[src/rtl/gpio_evt_pkg.sv]
package gpio_evt_pkg;

    localparam int ADDR_W    = 12;
    localparam int NUM_LINES = 2;

    localparam logic [31:0] MODULE_ID = 32'h5060_0801;

    localparam logic [ADDR_W-1:0] OFS_ID       = 12'h000;
    localparam logic [ADDR_W-1:0] OFS_RAW0     = 12'h024;
    localparam logic [ADDR_W-1:0] OFS_RAW1     = 12'h028;
    localparam logic [ADDR_W-1:0] OFS_STAT0    = 12'h02C;
    localparam logic [ADDR_W-1:0] OFS_STAT1    = 12'h030;
    localparam logic [ADDR_W-1:0] OFS_ENSET0   = 12'h034;
    localparam logic [ADDR_W-1:0] OFS_ENSET1   = 12'h038;
    localparam logic [ADDR_W-1:0] OFS_ENCLR0   = 12'h03C;
    localparam logic [ADDR_W-1:0] OFS_ENCLR1   = 12'h040;
    localparam logic [ADDR_W-1:0] OFS_SEL_LO   = 12'h140;
    localparam logic [ADDR_W-1:0] OFS_SEL_HI   = 12'h144;
    localparam logic [ADDR_W-1:0] OFS_SEL_RISE = 12'h148;
    localparam logic [ADDR_W-1:0] OFS_SEL_FALL = 12'h14C;

    typedef enum logic [3:0] {
        RG_NONE,
        RG_ID,
        RG_RAW0,
        RG_RAW1,
        RG_STAT0,
        RG_STAT1,
        RG_ENSET0,
        RG_ENSET1,
        RG_ENCLR0,
        RG_ENCLR1,
        RG_SEL_LO,
        RG_SEL_HI,
        RG_SEL_RISE,
        RG_SEL_FALL
    } reg_sel_e;

    function automatic reg_sel_e decode_offset(input logic [ADDR_W-1:0] ofs);
        reg_sel_e r;
        case (ofs)
            OFS_ID:       r = RG_ID;
            OFS_RAW0:     r = RG_RAW0;
            OFS_RAW1:     r = RG_RAW1;
            OFS_STAT0:    r = RG_STAT0;
            OFS_STAT1:    r = RG_STAT1;
            OFS_ENSET0:   r = RG_ENSET0;
            OFS_ENSET1:   r = RG_ENSET1;
            OFS_ENCLR0:   r = RG_ENCLR0;
            OFS_ENCLR1:   r = RG_ENCLR1;
            OFS_SEL_LO:   r = RG_SEL_LO;
            OFS_SEL_HI:   r = RG_SEL_HI;
            OFS_SEL_RISE: r = RG_SEL_RISE;
            OFS_SEL_FALL: r = RG_SEL_FALL;
            default:      r = RG_NONE;
        endcase
        return r;
    endfunction

endpackage

[src/rtl/gpio_evt_sync.sv]
module gpio_evt_sync #(
    parameter int NUM_PINS    = 32,
    parameter int SYNC_STAGES = 2
) (
    input  logic                clk_i,
    input  logic                rst_ni,
    input  logic [NUM_PINS-1:0] pin_i,
    output logic [NUM_PINS-1:0] cur_o,
    output logic [NUM_PINS-1:0] prev_o
);

    localparam int LAST = SYNC_STAGES - 1;

    logic [SYNC_STAGES-1:0][NUM_PINS-1:0] stage_q;
    logic [NUM_PINS-1:0]                  prev_q;

    always_ff @(posedge clk_i or negedge rst_ni) begin
        if (!rst_ni) begin
            stage_q[0] <= '0;
        end else begin
            stage_q[0] <= pin_i;
        end
    end

    for (genvar s = 1; s < SYNC_STAGES; s++) begin : g_stage
        always_ff @(posedge clk_i or negedge rst_ni) begin
            if (!rst_ni) begin
                stage_q[s] <= '0;
            end else begin
                stage_q[s] <= stage_q[s-1];
            end
        end
    end

    // Previous sample of the synchronised value, used for edge compare.
    always_ff @(posedge clk_i or negedge rst_ni) begin
        if (!rst_ni) begin
            prev_q <= '0;
        end else begin
            prev_q <= stage_q[LAST];
        end
    end

    assign cur_o  = stage_q[LAST];
    assign prev_o = prev_q;

endmodule

[src/rtl/gpio_evt_detect.sv]
module gpio_evt_detect #(
    parameter int NUM_PINS = 32
) (
    input  logic [NUM_PINS-1:0] cur_i,
    input  logic [NUM_PINS-1:0] prev_i,
    input  logic [NUM_PINS-1:0] sel_lo_i,
    input  logic [NUM_PINS-1:0] sel_hi_i,
    input  logic [NUM_PINS-1:0] sel_rise_i,
    input  logic [NUM_PINS-1:0] sel_fall_i,
    output logic [NUM_PINS-1:0] evt_o
);

    for (genvar p = 0; p < NUM_PINS; p++) begin : g_pin
        logic rise_seen;
        logic fall_seen;
        logic lvl_seen;

        assign rise_seen = sel_rise_i[p] &  cur_i[p] & ~prev_i[p];
        assign fall_seen = sel_fall_i[p] & ~cur_i[p] &  prev_i[p];
        assign lvl_seen  = (sel_hi_i[p] & cur_i[p]) | (sel_lo_i[p] & ~cur_i[p]);

        assign evt_o[p] = rise_seen | fall_seen | lvl_seen;
    end

endmodule

[src/rtl/gpio_evt_regfile.sv]
module gpio_evt_regfile
    import gpio_evt_pkg::*;
#(
    parameter int NUM_PINS = 32,
    parameter int DATA_W   = 32
) (
    input  logic                                clk_i,
    input  logic                                rst_ni,
    input  logic [ADDR_W-1:0]                   addr_i,
    input  logic                                we_i,
    input  logic [DATA_W-1:0]                   wdata_i,
    output logic [DATA_W-1:0]                   rdata_o,
    input  logic [NUM_PINS-1:0]                 evt_i,
    output logic [NUM_PINS-1:0]                 raw_o,
    output logic [NUM_LINES-1:0][NUM_PINS-1:0]  en_o,
    output logic [NUM_PINS-1:0]                 sel_lo_o,
    output logic [NUM_PINS-1:0]                 sel_hi_o,
    output logic [NUM_PINS-1:0]                 sel_rise_o,
    output logic [NUM_PINS-1:0]                 sel_fall_o
);

    reg_sel_e            rsel;
    logic [NUM_PINS-1:0] wbits;
    logic [NUM_PINS-1:0] ack;
    logic [NUM_PINS-1:0] raw_q;
    logic [NUM_PINS-1:0] lo_q, hi_q, rise_q, fall_q;

    assign rsel  = decode_offset(addr_i);
    assign wbits = wdata_i[NUM_PINS-1:0];

    // Acknowledge through either masked-status view clears shared raw bits.
    assign ack = (we_i && (rsel == RG_STAT0 || rsel == RG_STAT1)) ? wbits : '0;

    // A fresh event outranks a same-cycle acknowledge.
    always_ff @(posedge clk_i or negedge rst_ni) begin
        if (!rst_ni) begin
            raw_q <= '0;
        end else begin
            raw_q <= (raw_q & ~ack) | evt_i;
        end
    end

    always_ff @(posedge clk_i or negedge rst_ni) begin
        if (!rst_ni) begin
            lo_q   <= '0;
            hi_q   <= '0;
            rise_q <= '0;
            fall_q <= '0;
        end else if (we_i) begin
            case (rsel)
                RG_SEL_LO:   lo_q   <= wbits;
                RG_SEL_HI:   hi_q   <= wbits;
                RG_SEL_RISE: rise_q <= wbits;
                RG_SEL_FALL: fall_q <= wbits;
                default: ;
            endcase
        end
    end

    for (genvar l = 0; l < NUM_LINES; l++) begin : g_line_en
        localparam reg_sel_e SET_SEL = (l == 0) ? RG_ENSET0 : RG_ENSET1;
        localparam reg_sel_e CLR_SEL = (l == 0) ? RG_ENCLR0 : RG_ENCLR1;

        logic [NUM_PINS-1:0] en_q;

        always_ff @(posedge clk_i or negedge rst_ni) begin
            if (!rst_ni) begin
                en_q <= '0;
            end else if (we_i && rsel == SET_SEL) begin
                en_q <= en_q | wbits;
            end else if (we_i && rsel == CLR_SEL) begin
                en_q <= en_q & ~wbits;
            end
        end

        assign en_o[l] = en_q;
    end

    always_comb begin
        case (rsel)
            RG_ID:                  rdata_o = DATA_W'(MODULE_ID);
            RG_RAW0, RG_RAW1:       rdata_o = DATA_W'(raw_q);
            RG_STAT0:               rdata_o = DATA_W'(raw_q & en_o[0]);
            RG_STAT1:               rdata_o = DATA_W'(raw_q & en_o[1]);
            RG_ENSET0, RG_ENCLR0:   rdata_o = DATA_W'(en_o[0]);
            RG_ENSET1, RG_ENCLR1:   rdata_o = DATA_W'(en_o[1]);
            RG_SEL_LO:              rdata_o = DATA_W'(lo_q);
            RG_SEL_HI:              rdata_o = DATA_W'(hi_q);
            RG_SEL_RISE:            rdata_o = DATA_W'(rise_q);
            RG_SEL_FALL:            rdata_o = DATA_W'(fall_q);
            default:                rdata_o = '0;
        endcase
    end

    assign raw_o      = raw_q;
    assign sel_lo_o   = lo_q;
    assign sel_hi_o   = hi_q;
    assign sel_rise_o = rise_q;
    assign sel_fall_o = fall_q;

endmodule

[src/rtl/gpio_evt_line.sv]
module gpio_evt_line #(
    parameter int NUM_PINS = 32
) (
    input  logic                clk_i,
    input  logic                rst_ni,
    input  logic [NUM_PINS-1:0] raw_i,
    input  logic [NUM_PINS-1:0] en_i,
    output logic                irq_o
);

    logic irq_q;

    always_ff @(posedge clk_i or negedge rst_ni) begin
        if (!rst_ni) begin
            irq_q <= 1'b0;
        end else begin
            irq_q <= |(raw_i & en_i);
        end
    end

    assign irq_o = irq_q;

endmodule

[src/rtl/gpio_evt_ctrl.sv]
module gpio_evt_ctrl
    import gpio_evt_pkg::*;
#(
    parameter int NUM_PINS    = 32,
    parameter int DATA_W      = 32,
    parameter int SYNC_STAGES = 2
) (
    input  logic                 clk_i,
    input  logic                 rst_ni,
    input  logic [NUM_PINS-1:0]  pin_i,
    input  logic [ADDR_W-1:0]    reg_addr_i,
    input  logic                 reg_we_i,
    input  logic [DATA_W-1:0]    reg_wdata_i,
    output logic [DATA_W-1:0]    reg_rdata_o,
    output logic [NUM_LINES-1:0] irq_o
);

    logic [NUM_PINS-1:0]                sync_cur;
    logic [NUM_PINS-1:0]                sync_prev;
    logic [NUM_PINS-1:0]                evt;
    logic [NUM_PINS-1:0]                raw;
    logic [NUM_LINES-1:0][NUM_PINS-1:0] line_en;
    logic [NUM_PINS-1:0]                sel_lo, sel_hi, sel_rise, sel_fall;

    gpio_evt_sync #(
        .NUM_PINS    (NUM_PINS),
        .SYNC_STAGES (SYNC_STAGES)
    ) u_sync (
        .clk_i  (clk_i),
        .rst_ni (rst_ni),
        .pin_i  (pin_i),
        .cur_o  (sync_cur),
        .prev_o (sync_prev)
    );

    gpio_evt_detect #(
        .NUM_PINS (NUM_PINS)
    ) u_detect (
        .cur_i      (sync_cur),
        .prev_i     (sync_prev),
        .sel_lo_i   (sel_lo),
        .sel_hi_i   (sel_hi),
        .sel_rise_i (sel_rise),
        .sel_fall_i (sel_fall),
        .evt_o      (evt)
    );

    gpio_evt_regfile #(
        .NUM_PINS (NUM_PINS),
        .DATA_W   (DATA_W)
    ) u_regs (
        .clk_i      (clk_i),
        .rst_ni     (rst_ni),
        .addr_i     (reg_addr_i),
        .we_i       (reg_we_i),
        .wdata_i    (reg_wdata_i),
        .rdata_o    (reg_rdata_o),
        .evt_i      (evt),
        .raw_o      (raw),
        .en_o       (line_en),
        .sel_lo_o   (sel_lo),
        .sel_hi_o   (sel_hi),
        .sel_rise_o (sel_rise),
        .sel_fall_o (sel_fall)
    );

    for (genvar l = 0; l < NUM_LINES; l++) begin : g_line
        gpio_evt_line #(
            .NUM_PINS (NUM_PINS)
        ) u_line (
            .clk_i  (clk_i),
            .rst_ni (rst_ni),
            .raw_i  (raw),
            .en_i   (line_en[l]),
            .irq_o  (irq_o[l])
        );
    end

endmodule

[config.mk]
export PLATFORM = sky130hd
export DESIGN_NAME = gpio_evt_ctrl
export DESIGN_NICKNAME = d
export VERILOG_FILES = /design/src/rtl/gpio_evt_pkg.sv /design/src/rtl/gpio_evt_sync.sv /design/src/rtl/gpio_evt_detect.sv /design/src/rtl/gpio_evt_regfile.sv /design/src/rtl/gpio_evt_line.sv /design/src/rtl/gpio_evt_ctrl.sv
export SDC_FILE = /design/constraint.sdc
export NUM_CORES = 1
export LEC_CHECK = 0
export ABC_CLOCK_PERIOD_IN_PS = 4600
export BUFFER_PORTS_ARGS = -buffer_cell sky130_fd_sc_hd__buf_4
export CORE_MARGIN = 2
export CORE_UTILIZATION = 30
export DETAILED_ROUTE_END_ITERATION = 10
export GPL_TIMING_DRIVEN = 1
export PLACE_DENSITY = 0.45
export SYNTH_ARGS = -nofsm -noshare
export SYNTH_HDL_FRONTEND = slang
export SYNTH_HIERARCHICAL = 1
export SYNTH_SLANG_ARGS = --single-unit
[constraint.sdc]
create_clock -name clk_i -period 4.6 [get_ports clk_i]
set_input_delay 0.92 -clock clk_i [delete_from_list [all_inputs] [get_ports clk_i]]
set_output_delay 0.92 -clock clk_i [all_outputs]
set_load 0.02 [all_outputs]
==> summary.md <==
| Metric | Value |
|---|---|
| Outcome | `finished clean` |
| CP endpoint kind | `output pin` |
| Post-layout net count | `1471` |
| Post-DP HPWL | `30200 microns` |
| Switching share of power | `22.8%` |
| Starting DRT DRC Count | `689` |
| Largest net degree at the start of global routing | `88` |
| Final setup vio count | `0` |
| Synth Instances | `1309` |
| Synth top area share | `52.7%` |
| Core Rows | `82` |
| Crit-path leading delay family | `simple AND/OR/NAND/NOR gates` |
| First-pass GRT wire length | `72100 microns` |
| Initial Util | `30.4%` |
| Mapped Avg Cell Area | `11.7 sq um` |
| Antenna violations before repair | `3` |
| Sink Count | `322` |
| Worst relative slew slack | `39.1%` |
| Setup ws final | `0.198 ns` |
| Most instantiated library cell after synthesis | `dfrtp_1` |
| Worst EP required | `3.68 ns` |
| TNS Setup | `0 ns` |
| Die area | `52800 sq um` |
| Sequential share of the synthesized area | `52.7%` |
| # Post-CTS Setup Buffers | `0` |
| Clock buffer depth | `3` |
| Crit-path max cell delay | `0.57 ns` |
| Routed WL | `46500 microns` |
| Max-slew violation count | `0` |
| Crit-path cells | `buf_4, or4_1, or2_0, buf_4, or4_1, o21ai_0, a21oi_1, o211ai_1, buf_4` |
| Die width | `230 microns` |
| CTS root buffer | `clkbuf_16` |
| Prevailing post-synth register cell | `dfrtp_1` |
| Distinct cells, synth | `57` |
| Wire per inst | `22.2 microns` |
| Synth area leaders | `dfrtp_1 (53%), mux2_2 (12%), o21ai_0 (3.2%)` |
| CP startpoint kind | `input port` |
| Clk_skew | `0.0119 ns` |
| Buf+Inv Stages, Crit Path | `3` |
| Kind of critical path | `input port to output pin` |
| Number of I/O port buffers | `112` |
| RSZ-0062 raised after global routing | `false` |
| Fin Hold WS | `0.342 ns` |
| Highest achievable clock rate | `0.227 GHz` |
| Post-CTS sizing | `0` |
| Vias/cell | `5.27` |
| Clk_lat worst skew | `0.56 ns` |
| Post-route non-filler standard cell count | `2092` |
| Max_cap viols | `0` |
| Area of the mapped netlist | `15300 sq um` |
| Core Util, Final | `35.9%` |
| Leakage | `8.01 nW` |
| RePlAce Congestion | `0.817` |
| Slowest CP cell | `or4_1` |
| Final critical-path required period | `4.40 ns` |
| Num CTS Buffers | `37` |
| Synth area leader | `dfrtp_1` |
| Initial DRT Pass Iterations | `5` |
| Comb pwr share | `4.6%` |
| Final hold violation count | `0` |
| Synth Net Count | `1388` |
| Post-route ant nets | `0` |
| I/O Pins | `113` |
| Number of diodes | `0` |
| Vias in the first global route | `11300` |
| Share of layout cells above drive strength 1 | `29.4%` |
| Critical path data arrival time | `3.48 ns` |
| GR Overflow Total | `0` |
| Most frequent cell on the critical path | `buf_4` |
| Place WS | `0.213 ns` |
| Number of cells after detailed placement | `2025` |
| Chip Height | `230 microns` |
| Fin crit share | `95.7%` |
| CTS H-tree lvls | `2` |
| Power Internal | `4.82 mW` |
| Total track usage | `17.8%` |
| Clock share of power | `48.7%` |
| Core area | `50300 sq um` |
| Drt drc | `0` |
| Worst-margin pin slew | `0.905 ns` |
| Hold_buf cts | `0` |
| VDD IR max | `194 uV` |
| Post-synth ARST share | `100%` |
| Synth cell count leaders | `dfrtp_1 (322), mux2_2 (160), nand2_1 (105)` |
| Sw power | `1.43 mW` |
| Part of the power in registers | `46.7%` |
| CTS clk-pin slew, worst paths | `0.06 ns` |
| Synth warn | `6` |
| Crit Path Max Fanout | `4` |
| Min-delay worst type | `register to register` |
| CTS tree | `built` |
| Number of synthesized flops with an enable pin | `0` |
| Vias | `11000` |
| #FFs+latches synth | `322` |
| Area grow syn2layout | `18.1%` |
| Power Density | `346 nW/um^2` |
-- per-stage QoR --
stage	cell area, sq um	power (mW)
floorplan	15300	3.08
global placement	16800	3.26
detailed placement	16800	3.26
CTS	18100	6.36
global route	18100	6.49
finish	18100	6.25
-- kinds of logic after synthesis --
logic type / count (synthesis) / share of synthesized area (%)
AO/OA/AOI/OAI: 397 / 16.8
flip-flops: 322 / 52.7
AND/OR/NAND/NOR: 262 / 11.7
multiplexers: 189 / 13.7
buffers and inverters: 138 / 5.02
XOR/XNOR: 1 / 0.0573
-- placed cells by master (no fill, tap or decap), drive strengths merged, types with 11 or more instances in the layout --
cell     instances
and3b           31
o2111ai         20
o22ai           29
nand3           11
a22oi           52
nand2          105
nor2b           30
a21oi           36
nand4           12
a21o            35
inv             34
mux2           166
a211oi          33
dfrtp          322
mux2i           23
clkbuf          60
o21ai          131
nand2b          33
a31oi           35
buf            150
-- power by group through the flow --
stage / Clock [mW] / Combinational [mW] / Sequential (mW)
after floorplan: 0 / 0.125 / 2.96
after detailed placement: 0 / 0.297 / 2.97
after global routing: 3.25 / 0.323 / 2.92
final: 3.04 / 0.290 / 2.92
after global placement: 0 / 0.295 / 2.97
after CTS: 3.15 / 0.298 / 2.92
-- per-layer routing --
metal / vias to the layer above / share of wire, % / wire length [microns] / track usage [%]
li1: 5016 / - / - / -
met3: 76 / 4.3 / 1990 / 2.83
met5: - / 0.073 / 34 / 0
met2: 249 / 47 / 21900 / 29.1
met1: 5685 / 46 / 21400 / 24.1
met4: 6 / 2.5 / 1160 / 5.46
-- cell type report --
cell class | count | area (sq um)
clock buffers | 60 | 1150
fillers | 5002 | 32200
repair buffers | 150 | 1280
multi-input cells | 849 | 6510
inverters | 32 | 120
flip-flops and latches | 322 | 8060
well taps | 672 | 841
clock inverters | 7 | 92.6
-- worst paths after layout --
kind / depth (start not counted) / slack (ns) / from / end
max: 9 / 0.20 / reg_addr_i[11] / reg_rdata_o[28]
min: 0 / 0.34 / u_sync/stage_q[21] / u_sync/cur_o[21]
max reg2reg: 3 / 2.75 / u_regs/raw_o[0] / g_line[1].u_line/irq_o
min reg2reg: 0 / 0.34 / u_sync/stage_q[21] / u_sync/cur_o[21]
max in group asynchronous: 2 / 3.17 / rst_ni / u_regs/sel_hi_o[31]
min in group asynchronous: 1 / 0.40 / rst_ni / u_regs/raw_o[21]
Note: power is estimated with default switching activity, not from simulation.
